--- config.mk ---
export PLATFORM = sky130hd
export DESIGN_NAME = pfail_gate
export DESIGN_NICKNAME = d
export VERILOG_FILES = /design/src/rtl/pfg_pkg.sv /design/src/rtl/pfg_sync.sv /design/src/rtl/pfg_power_seq.sv /design/src/rtl/pfg_strobe_gate.sv /design/src/rtl/pfg_batt_guard.sv /design/src/rtl/pfail_gate.sv
export SDC_FILE = /design/constraint.sdc
export NUM_CORES = 1
export LEC_CHECK = 0
export ABC_CLOCK_PERIOD_IN_PS = 2390
export BUFFER_PORTS_ARGS = -buffer_cell sky130_fd_sc_hd__buf_2
export CAP_MARGIN = 10
export CORE_MARGIN = 2
export CORE_UTILIZATION = 59
export CTS_CLUSTER_SIZE = 14
export DETAILED_ROUTE_END_ITERATION = 10
export PLACE_DENSITY = 0.75
export SYNTH_ARGS = -nofsm -noshare
export SYNTH_HDL_FRONTEND = slang
export SYNTH_SLANG_ARGS = --single-unit
--- constraint.sdc ---
create_clock -name clk_i -period 2.39 [get_ports clk_i]
set_input_delay 0.1195 -clock clk_i [delete_from_list [all_inputs] [get_ports clk_i]]
set_output_delay 0.1195 -clock clk_i [all_outputs]
set_load 0.005 [all_outputs]
--- src/rtl/pfg_pkg.sv ---
package pfg_pkg;
  typedef enum logic [1:0] {
    PW_PROTECT = 2'd0,
    PW_RECOVER = 2'd1,
    PW_ACTIVE  = 2'd2
  } pw_state_e;

  // bit positions in the synchronized input bundle
  localparam int unsigned SIG_PF   = 0;
  localparam int unsigned SIG_BATT = 1;
  localparam int unsigned SIG_CE   = 2;
  localparam int unsigned SIG_OE   = 3;
  localparam int unsigned SIG_WE   = 4;
  localparam int unsigned NUM_SIG  = 5;

  // reset image: power-fail asserted, strobes idle high, battery ok
  localparam logic [NUM_SIG-1:0] SIG_RST = 5'b11101;
endpackage

--- src/rtl/pfg_sync.sv ---
module pfg_sync #(
  parameter int unsigned WIDTH  = 1,
  parameter int unsigned STAGES = 2,
  parameter logic [WIDTH-1:0] RST_VAL = '0
) (
  input  logic             clk_i,
  input  logic             rst_ni,
  input  logic [WIDTH-1:0] d_i,
  output logic [WIDTH-1:0] q_o
);
  logic [WIDTH-1:0] stage_q [STAGES];

  for (genvar s = 0; s < STAGES; s++) begin : g_stage
    if (s == 0) begin : g_first
      always_ff @(posedge clk_i or negedge rst_ni) begin
        if (!rst_ni) stage_q[s] <= RST_VAL;
        else         stage_q[s] <= d_i;
      end
    end else begin : g_next
      always_ff @(posedge clk_i or negedge rst_ni) begin
        if (!rst_ni) stage_q[s] <= RST_VAL;
        else         stage_q[s] <= stage_q[s-1];
      end
    end
  end

  assign q_o = stage_q[STAGES-1];
endmodule

--- src/rtl/pfg_power_seq.sv ---
module pfg_power_seq
  import pfg_pkg::*;
#(
  parameter int unsigned REC_CYCLES = 2000000
) (
  input  logic clk_i,
  input  logic rst_ni,
  input  logic pfail_s_i,
  output logic enable_o,
  output logic power_up_o
);
  localparam int unsigned REC_EFF = (REC_CYCLES < 2) ? 2 : REC_CYCLES;
  localparam int unsigned CNT_W   = $clog2(REC_EFF);
  localparam logic [CNT_W-1:0] CNT_LAST = CNT_W'(REC_EFF - 1);

  pw_state_e        state_q, state_d;
  logic [CNT_W-1:0] cnt_q, cnt_d;

  always_comb begin
    state_d    = state_q;
    cnt_d      = cnt_q;
    power_up_o = 1'b0;
    if (pfail_s_i) begin
      state_d = PW_PROTECT;
      cnt_d   = '0;
    end else begin
      unique case (state_q)
        PW_PROTECT: begin
          state_d = PW_RECOVER;
          cnt_d   = '0;
        end
        PW_RECOVER: begin
          if (cnt_q == CNT_LAST) begin
            state_d    = PW_ACTIVE;
            power_up_o = 1'b1;
          end else begin
            cnt_d = cnt_q + 1'b1;
          end
        end
        PW_ACTIVE: ;
        default: state_d = PW_PROTECT;
      endcase
    end
  end

  always_ff @(posedge clk_i or negedge rst_ni) begin
    if (!rst_ni) begin
      state_q <= PW_PROTECT;
      cnt_q   <= '0;
    end else begin
      state_q <= state_d;
      cnt_q   <= cnt_d;
    end
  end

  assign enable_o = (state_q == PW_ACTIVE) && !pfail_s_i;

  p_fail_protects_r1: assert property (@(posedge clk_i) disable iff (!rst_ni)
    pfail_s_i |=> state_q == PW_PROTECT);

  p_rec_step_r2: assert property (@(posedge clk_i) disable iff (!rst_ni)
    (state_q == PW_RECOVER && !pfail_s_i && cnt_q != CNT_LAST)
      |=> (state_q == PW_RECOVER && cnt_q == $past(cnt_q) + 1'b1));

  p_active_after_full_r2: assert property (@(posedge clk_i) disable iff (!rst_ni)
    (state_q != PW_ACTIVE) ##1 (state_q == PW_ACTIVE)
      |-> ($past(state_q) == PW_RECOVER && $past(cnt_q) == CNT_LAST));
endmodule

--- src/rtl/pfg_strobe_gate.sv ---
module pfg_strobe_gate (
  input  logic clk_i,
  input  logic rst_ni,
  input  logic enable_i,
  input  logic ce_n_i,
  input  logic oe_n_i,
  input  logic we_n_i,
  input  logic wr_block_i,
  output logic wr_cand_o,
  output logic mem_we_o,
  output logic mem_re_o,
  output logic dout_en_o
);
  logic wr_raw;
  logic hold_q;

  assign wr_raw = !ce_n_i && !we_n_i;

  // a write seen while disabled stays masked until its strobes release
  always_ff @(posedge clk_i or negedge rst_ni) begin
    if (!rst_ni)        hold_q <= 1'b0;
    else if (!wr_raw)   hold_q <= 1'b0;
    else if (!enable_i) hold_q <= 1'b1;
  end

  assign wr_cand_o = enable_i && wr_raw && !hold_q;
  assign mem_we_o  = wr_cand_o && !wr_block_i;
  assign mem_re_o  = enable_i && !ce_n_i && we_n_i;
  assign dout_en_o = mem_re_o && !oe_n_i;

  p_hold_masks_r6: assert property (@(posedge clk_i) disable iff (!rst_ni)
    (wr_raw && !enable_i) |=> (!mem_we_o || !$stable(wr_raw)) || !wr_raw || !hold_q || !mem_we_o);

  p_held_write_quiet_r6: assert property (@(posedge clk_i) disable iff (!rst_ni)
    hold_q |-> !mem_we_o);
endmodule

--- src/rtl/pfg_batt_guard.sv ---
module pfg_batt_guard (
  input  logic clk_i,
  input  logic rst_ni,
  input  logic power_up_i,
  input  logic batt_low_s_i,
  input  logic wr_cand_i,
  output logic flag_o
);
  logic flag_q;
  logic cand_q;

  always_ff @(posedge clk_i or negedge rst_ni) begin
    if (!rst_ni) begin
      flag_q <= 1'b0;
      cand_q <= 1'b0;
    end else begin
      cand_q <= wr_cand_i;
      if (power_up_i)                          flag_q <= batt_low_s_i;
      else if (flag_q && cand_q && !wr_cand_i) flag_q <= 1'b0;
    end
  end

  assign flag_o = flag_q;

  p_flag_set_on_powerup_r7: assert property (@(posedge clk_i) disable iff (!rst_ni)
    !flag_q ##1 flag_q |-> $past(power_up_i) && $past(batt_low_s_i));

  p_flag_clears_after_attempt_r8: assert property (@(posedge clk_i) disable iff (!rst_ni)
    (flag_q && cand_q && !wr_cand_i && !power_up_i) |=> !flag_q);

  p_flag_holds_in_attempt_r8: assert property (@(posedge clk_i) disable iff (!rst_ni)
    (flag_q && wr_cand_i && !power_up_i) |=> flag_q);
endmodule

--- src/rtl/pfail_gate.sv ---
module pfail_gate
  import pfg_pkg::*;
#(
  parameter int unsigned SYNC_STAGES = 2,
  parameter int unsigned REC_CYCLES  = 2000000
) (
  input  logic clk_i,
  input  logic rst_ni,
  input  logic pfail_i,
  input  logic batt_low_i,
  input  logic ce_ni,
  input  logic oe_ni,
  input  logic we_ni,
  output logic mem_we_o,
  output logic mem_re_o,
  output logic dout_en_o,
  output logic batt_flag_o
);
  logic [NUM_SIG-1:0] raw, syn;
  logic enable, power_up, wr_cand;

  always_comb begin
    raw           = '0;
    raw[SIG_PF]   = pfail_i;
    raw[SIG_BATT] = batt_low_i;
    raw[SIG_CE]   = ce_ni;
    raw[SIG_OE]   = oe_ni;
    raw[SIG_WE]   = we_ni;
  end

  pfg_sync #(
    .WIDTH  (NUM_SIG),
    .STAGES (SYNC_STAGES),
    .RST_VAL(SIG_RST)
  ) u_sync (
    .clk_i (clk_i),
    .rst_ni(rst_ni),
    .d_i   (raw),
    .q_o   (syn)
  );

  pfg_power_seq #(
    .REC_CYCLES(REC_CYCLES)
  ) u_power_seq (
    .clk_i     (clk_i),
    .rst_ni    (rst_ni),
    .pfail_s_i (syn[SIG_PF]),
    .enable_o  (enable),
    .power_up_o(power_up)
  );

  pfg_strobe_gate u_strobe_gate (
    .clk_i     (clk_i),
    .rst_ni    (rst_ni),
    .enable_i  (enable),
    .ce_n_i    (syn[SIG_CE]),
    .oe_n_i    (syn[SIG_OE]),
    .we_n_i    (syn[SIG_WE]),
    .wr_block_i(batt_flag_o),
    .wr_cand_o (wr_cand),
    .mem_we_o  (mem_we_o),
    .mem_re_o  (mem_re_o),
    .dout_en_o (dout_en_o)
  );

  pfg_batt_guard u_batt_guard (
    .clk_i       (clk_i),
    .rst_ni      (rst_ni),
    .power_up_i  (power_up),
    .batt_low_s_i(syn[SIG_BATT]),
    .wr_cand_i   (wr_cand),
    .flag_o      (batt_flag_o)
  );

  p_fail_quiet_r1: assert property (@(posedge clk_i) disable iff (!rst_ni)
    syn[SIG_PF] |-> !(mem_we_o || mem_re_o || dout_en_o));

  p_dout_has_read_r4: assert property (@(posedge clk_i) disable iff (!rst_ni)
    dout_en_o |-> mem_re_o && !syn[SIG_OE]);

  p_no_drive_in_write_r5: assert property (@(posedge clk_i) disable iff (!rst_ni)
    mem_we_o |-> !dout_en_o);

  p_joint_fall_dark_r5: assert property (@(posedge clk_i) disable iff (!rst_ni)
    ($fell(syn[SIG_CE]) && $fell(syn[SIG_WE])) |-> !dout_en_o);
endmodule

==> results of run 1 <==
## cell families (layout without fill, tap and decap cells)
logic type,Yosys count,after routing,share of synthesized area
adders and majority gates,1,1,0.00727
buffers and inverters,7,27,0.0240
xor gates and xnor gates,1,1,0.00509
and+or+nand+nor,74,74,0.237
DFF,36,36,0.529
AOI/OAI and AO/OA,51,51,0.198
## stage by stage
| stage | setup slack [ns] | hold WS, ns |
|---|---|---|
| after CTS | 0.457 | 0.366 |
| after global routing | 0.285 | 0.369 |
| after global placement | 0.544 | 0.212 |
| after floorplan | 0.727 | -0.176 |
| final | 0.418 | 0.361 |
| after detailed placement | 0.478 | 0.226 |
## layout by cell type (no fill, tap or decap), types with 2 or more instances in the layout
cell type       n
o21ai_0        15
o31ai_1         2
nor2b_1         3
a31oi_1        11
a41oi_1         4
and3_1          5
clkbuf_4        5
nand2b_1        5
nor4b_2         2
clkinv_2        2
nand2_1        17
a21o_1          3
nor2_1         12
dfstp_2         8
nor3_1          6
nand3_1         8
dfrtp_1        28
buf_2          10
dlygate4sd3_1   6
a21oi_1         4
a31o_2          2
nand4_1         7
and2_1          4
inv_1           2
o21ai_1         2
## flip-flops by register name (all words and copies together) (netlist names)
register / flops
u_power_seq.state_q: 2
u_batt_guard.flag_o: 1
u_power_seq.cnt_q: 21
u_sync.q_o: 5
u_strobe_gate.hold_q: 1
u_batt_guard.cand_q: 1
u_sync.stage_q: 5
## worst max path at each step
| stage | from | end | slack (ns) | cells past startpoint |
|---|---|---|---|---|
| 5_1_grt | u_power_seq.cnt_q[0] | u_power_seq.cnt_q[4] | 0.28 | 6 |
| 6_report | u_power_seq.cnt_q[0] | u_power_seq.cnt_q[18] | 0.42 | 6 |
| 4_1_cts | u_power_seq.cnt_q[0] | u_power_seq.cnt_q[18] | 0.46 | 6 |
| 3_3_place_gp | u_power_seq.cnt_q[14] | u_power_seq.cnt_q[4] | 0.54 | 5 |
| 3_5_place_dp | u_power_seq.cnt_q[0] | u_power_seq.cnt_q[19] | 0.48 | 6 |
| 2_1_floorplan | u_power_seq.cnt_q[0] | u_power_seq.cnt_q[13] | 0.73 | 7 |
## per-layer routing
metal,share of wire,wire length [um]
met5,0,0
met1,0.47,1670
met2,0.46,1620
met4,0.028,98
met3,0.047,166
## where the power goes
group          switching (mW)  leakage, nW  internal (mW)
clock                   0.206       0.0349          0.113
combinational          0.0312        0.318         0.0203
sequential            0.00723        0.466          0.626
## final cells by class
class	instances	share of cell area
well taps	31	0.0204
flip-flops and latches	36	0.479
inverters	2	0.00395
clock inverters	3	0.00987
clock buffers	5	0.0197
multi-input cells	127	0.405
repair buffers	17	0.0619
## synth_stat cells, types with 2 or more instances
| library cell | count | share of area |
|---|---|---|
| nand2_1 | 17 | 0.037 |
| clkbuf_1 | 2 | 0.0044 |
| a31oi_1 | 11 | 0.040 |
| a21oi_1 | 4 | 0.012 |
| dfstp_2 | 8 | 0.12 |
| a41oi_1 | 4 | 0.020 |
| nand4_1 | 7 | 0.025 |
| o21ai_1 | 2 | 0.0058 |
| nor2_1 | 12 | 0.026 |
| nor2b_1 | 3 | 0.011 |
| nor4b_2 | 2 | 0.017 |
| a31o_2 | 2 | 0.010 |
| buf_4 | 2 | 0.0087 |
| a21o_1 | 3 | 0.013 |
| and2_1 | 4 | 0.015 |
| o21ai_0 | 15 | 0.044 |
| and3_1 | 5 | 0.018 |
| nand2b_1 | 5 | 0.018 |
| nor3_1 | 6 | 0.017 |
| o31ai_1 | 2 | 0.0087 |
| inv_1 | 2 | 0.0044 |
| dfrtp_1 | 28 | 0.41 |
| nand3_1 | 8 | 0.023 |
## worst max-delay path, cell delays in order, from the launching register on
cell and delay (ns):
dfrtp_1 0.43, ha_1 0.26, and3_1 0.23, and4_4 0.17, a21oi_4 0.43, a41oi_1 0.20
a31oi_1 0.17
==> qor.csv, run 1 <==
stage,metric,value,unit
global_routing,use_met2,0.372,
power,p_leak,0.820,nW
timing,worst_pin_slew,0.773,ns
global_routing,antenna_found_initial,0,
worst_setup_path,reg2reg_from,u_power_seq.cnt_q[0],
logic_synthesis,yosys_warnings,0,
clock_tree,post_cts_buffers,0,
final_layout,final_cells,221,
worst_setup_path,crit_type,flop to flop,
final_layout,stdcell_area,1900,sq um
floorplanning,die_w,58.0,um
clock_tree,cts-root-buf,clkbuf_4,
routing,drc,0,
logic_synthesis,synth_flop_cell,dfrtp_1,
final_layout,drive_above_1_share,0.189,
worst_setup_path,cp_max_fo,19,
timing,timing.fmax,0.507,GHz
floorplanning,dieArea,3370,sq um
logic_synthesis,synth_edf_count,0,
timing,slew_violations,0,
global_routing,grt_use_met1,0.353,
floorplanning,die_h,58.0,um
logic_synthesis,syn-cell-area,1720,sq um
clock_tree,cts_tree,done,
logic_synthesis,yosysUniqueCellTypes,39,
routing,wl_per_cell,16.1,um
power,peakVddDrop,0.000512,V
timing,period_share,0.825,
floorplanning,initial_core_util,0.624,
global_routing,grt_usage,0.250,
global_routing,grt-busiest-layer,met2,
final_layout,fin_nets,197,
routing,antenna_left,0,
placed_design,dp.cells,207,
timing,period_needed,1.97,ns
job,max-cap-violations,0,
clock_tree,cts_sinks,36,
routing,num_vias,1401,
timing,slew_headroom,0.485,
logic_synthesis,async_flop_share,1.00,
placed_design,routabilityCongestion,0.869,
routing,drt_iter0_drc,91,
global_routing,grt_pass1_wl,6200,um
power,powerDensity,528,nW/um^2
routing,wl,3550,um
min_path,min_path_type,primary input to asynchronous set/reset pin,
worst_setup_path,arrival,2.25,ns
timing,setup_violations,0,
worst_setup_path,r2r_cells,6,
final_layout,area_growth,10.4,%
worst_setup_path,cp-start-kind,flop,
floorplanning,fp-row-count,19,
worst_setup_path,worstSetupEndpointType,flop,
floorplanning,core,2760,sq um
floorplanning,pin_count,11,
logic_synthesis,ys_ff_latch,36,
final_layout,register_area,911,sq um
clock_tree,cts.clk_slew.worst_paths,0.11,ns
routing,viasPerCell,6.34,
clock_tree,htree_levels,2,
worst_setup_path,r2r_end,u_power_seq.cnt_q[18],
global_routing,use_met3,0.0603,
clock_tree,numCtsBuffers,5,
final_layout,multiInputGateArea,769,sq um
final_layout,diodes,0,
final_layout,fillCellCount,211,
power,power,1.00,mW
logic_synthesis,synth_area_per_cell,10.1,sq um
clock_tree,cts_buffer_depth,2,
final_layout,utilization,0.689,
global_routing,first_global_vias,1341,
clock_tree,cts_resized,0,
routing,first_pass_iters,4,
placed_design,place_area,1780,sq um
timing,finalHoldViolCount,0,
clock_tree,worstSkewPairLatency,0.36,ns
logic_synthesis,syn_nets,178,
clock_tree,cts_hold_buffers,6,
placed_design,port_buffers,10,
global_routing,overflow,0,
timing,rsz0062_at_grt,no,
logic_synthesis,yosysSeqAreaShare,0.529,
logic_synthesis,syn-instance-count,170,
worst_setup_path,r2r_slack,0.42,ns
timing,tns,0,ns
placed_design,dp_hpwl,2420,um
global_routing,grt_max_degree,37,
outcome,run_status,finished clean,
timing,clock_skew,0.00753,ns
worst_setup_path,crit_required,2.67,ns
Power figures use the tool's default switching activity.
==> run 2, diff against run 1 <==
Settings changed: ABC_CLOCK_PERIOD_IN_PS 2390 to 1600, CORE_UTILIZATION 59 to 53, PLACE_DENSITY 0.75 to 0.71.
Clock period 2.39 ns to 1.6 ns, I/O delays scaled along.
==> qor.csv, run 2 (synthesized netlist as in run 1, its figures left out) <==
stage,metric,value,unit,change
outcome,run_status,finished with violations,,
outcome,violations,negative setup slack,,
timing,period_share,1.07,,+0.249
power,p_int,1.16,mW,+52%
timing,finalHoldViolCount,0,,unchanged
timing,setup_violations,20,,+20
routing,antenna_left,0,,unchanged
worst_setup_path,path_cells,ha_2 > and3_4 > and4_4 > a21oi_4 > buf_6 > and3_4 > a221o_1,,
worst_setup_path,arrival,1.97,ns,-0.28 ns
timing,clock_skew,0.00584,ns,-0.00169 ns
worst_setup_path,crit_top_cell,and3_4,,
floorplanning,die_h,61.0,um,+5.1%
global_routing,grt_usage,0.269,,+0.0191
worst_setup_path,crit_slowest_cell,dfrtp_1,,
clock_tree,cts_sinks,36,,unchanged
floorplanning,core,3080,sq um,+12%
global_routing,overflow,0,,unchanged
final_layout,layout_common_cells,"41 x buf_4, 28 x dfrtp_1, 17 x nand2_1, 15 x o21ai_1, 11 x a31oi_1",,
final_layout,utilization,0.778,,+0.0888
floorplanning,pin_count,11,,unchanged
floorplanning,initial_core_util,0.559,,-0.0650
placed_design,dp_hpwl,2910,um,+20%
routing,num_vias,1612,,+15%
final_layout,fin_nets,240,,+22%
routing,viasPerCell,5.82,,-8.2%
power,power.switching,0.418,mW,+71%
clock_tree,worstSkewPairLatency,0.35,ns,about the same
timing,slew_violations,0,,unchanged
final_layout,largest_reg_flops,21,,unchanged
clock_tree,cts_buffer_depth,2,,unchanged
floorplanning,dieArea,3720,sq um,+11%
routing,wl,4620,um,+30%
global_routing,grt_pass1_wl,7220,um,+16%
power,p_clk_frac,0.330,,+0.012
final_layout,layout_commonest_cell,buf_4,,
timing,slew_headroom,0.469,,-0.0155
job,max-cap-violations,0,,unchanged
routing,drt_iter0_drc,107,,+18%
power,powerDensity,658,nW/um^2,+25%
power,switching_share,0.265,,+0.0213
clock_tree,cts.clk_slew.worst_paths,0.12,ns,about the same
floorplanning,die_w,61.0,um,+5.1%
power,combPwrFrac,0.069,,+0.018
timing,period_needed,1.72,ns,-0.254 ns
clock_tree,cts-root-buf,clkbuf_4,,
worst_setup_path,slowest_delay,0.40,ns,-0.03 ns
routing,drc,0,,unchanged
placed_design,dp_slack,-0.180,ns,-0.658 ns
clock_tree,htree_levels,2,,unchanged
power,power,1.58,mW,+57%
worst_setup_path,cp-start-kind,flop,,
global_routing,grt_max_degree,37,,unchanged
global_routing,first_global_vias,1625,,+21%
routing,first_pass_iters,4,,unchanged
timing,layout_setup_ws,-0.118,ns,-0.536 ns
worst_setup_path,worstSetupEndpointType,flop,,
worst_setup_path,cp_max_fo,4,,-15
timing,worst_pin_slew,0.796,ns,+0.0232 ns
final_layout,drive_above_1_share,0.429,,+0.240
routing,wl_per_cell,16.7,um,+3.9%
floorplanning,fp-row-count,20,,+1
clock_tree,numCtsBuffers,5,,unchanged
worst_setup_path,crit_type,flop to flop,,
timing,rsz0062_at_grt,yes,,
final_layout,area_growth,39.1,%,
power,p_leak,1.07,nW,+30%
final_layout,multiInputGateArea,908,sq um,+18%
global_routing,antenna_found_initial,0,,unchanged
final_layout,fillCellCount,205,,-2.8%
final_layout,regMostFlops,u_power_seq.cnt_q,,
final_layout,diodes,0,,unchanged
power,peakVddDrop,0.000548,V,+7.0%
worst_setup_path,crit_required,1.86,ns,-0.81 ns
power,p_seq_frac,0.601,,-0.030
final_layout,register_area,911,sq um,unchanged
clock_tree,cts_tree,done,,
placed_design,routabilityCongestion,0.864,,-0.62%
placed_design,port_buffers,10,,unchanged
min_path,min_path_type,primary input to asynchronous set/reset pin,,
timing,timing.fmax,0.582,GHz,+15%
[run 2: changes by cell type in the layout (fill, tap and decap cells not counted), sizes merged]
cell / delta
buf: +43
clkinv: -2
clkinvlp: +2
[run 2: critical path, delay by kind of cell, from the launching register on]
family / cells / cell delay [ns]
AOI/OAI and AO/OA: 2 / 0.32
adders and majority gates: 1 / 0.21
buffers and inverters: 1 / 0.12
DFF: 1 / 0.40
and+or+nand+nor: 3 / 0.58
[run 2: path summary, 6_finish.rpt]
path / slack [ns] / endpoint / depth (start not counted) / from
worst max-delay path: -0.12 / u_power_seq.cnt_q[12] / 7 / u_power_seq.cnt_q[1]
worst min-delay path: 0.33 / u_power_seq.cnt_q[17] / 2 / rst_ni
worst max register to register: -0.12 / u_power_seq.cnt_q[12] / 7 / u_power_seq.cnt_q[1]
worst min register to register: 0.36 / u_sync.q_o[2] / 0 / u_sync.stage_q[7]
max in group asynchronous: 0.77 / u_power_seq.cnt_q[7] / 2 / rst_ni
min in group clk_i: 0.35 / u_sync.stage_q[8] / 2 / oe_ni
[run 2: power groups by stage]
stage	clock [mW]	sequential, mW	combinational [mW]
6_report	0.519	0.947	0.109
3_3_place_gp	0	0.959	0.0771
3_5_place_dp	0	0.961	0.0806
4_1_cts	0.512	0.945	0.101
5_1_grt	0.559	0.949	0.120
2_1_floorplan	0	0.960	0.0348
[run 2: repair_timing]
| item | in CTS | in global routing |
|---|---|---|
| endpoints found under the hold margin | 33 | 0 |
| hold buffers | 6 | 0 |
| endpoints found under the setup margin | 23 | 26 |
| setup buffers | 5 | 4 |
| pin swaps | 8 | 8 |
| resized for setup | 7 | 33 |
[run 2: final cells by class]
cell class / count / share of cell area
clock buffer: 5 / 0.0157
clock inverter: 3 / 0.00993
inverter: 2 / 0.00313
multi-input combinational: 127 / 0.379
sequential: 36 / 0.380
tap: 44 / 0.0230
timing repair buffer: 60 / 0.189
[run 2: layer usage]
layer / vias up / track usage / part of all wire
met3: 13 / 0.0576 / 0.052
met2: 69 / 0.453 / 0.51
met1: 770 / 0.338 / 0.42
met5: - / 0 / 0
met4: 0 / 0.106 / 0.021
li1: 760 / - / -
[run 2: per-stage QoR]
stage	cells	TNS (ns)	hold WS, ns	area, sq um
2_1_floorplan	170	-0.00140	-0.216	1750
3_3_place_gp	254	-0.759	0.185	2080
3_5_place_dp	254	-1.47	0.187	2080
4_1_cts	273	-0.806	0.348	2260
5_1_grt	277	-2.19	0.355	2390
6_report	277	-0.843	0.335	2390
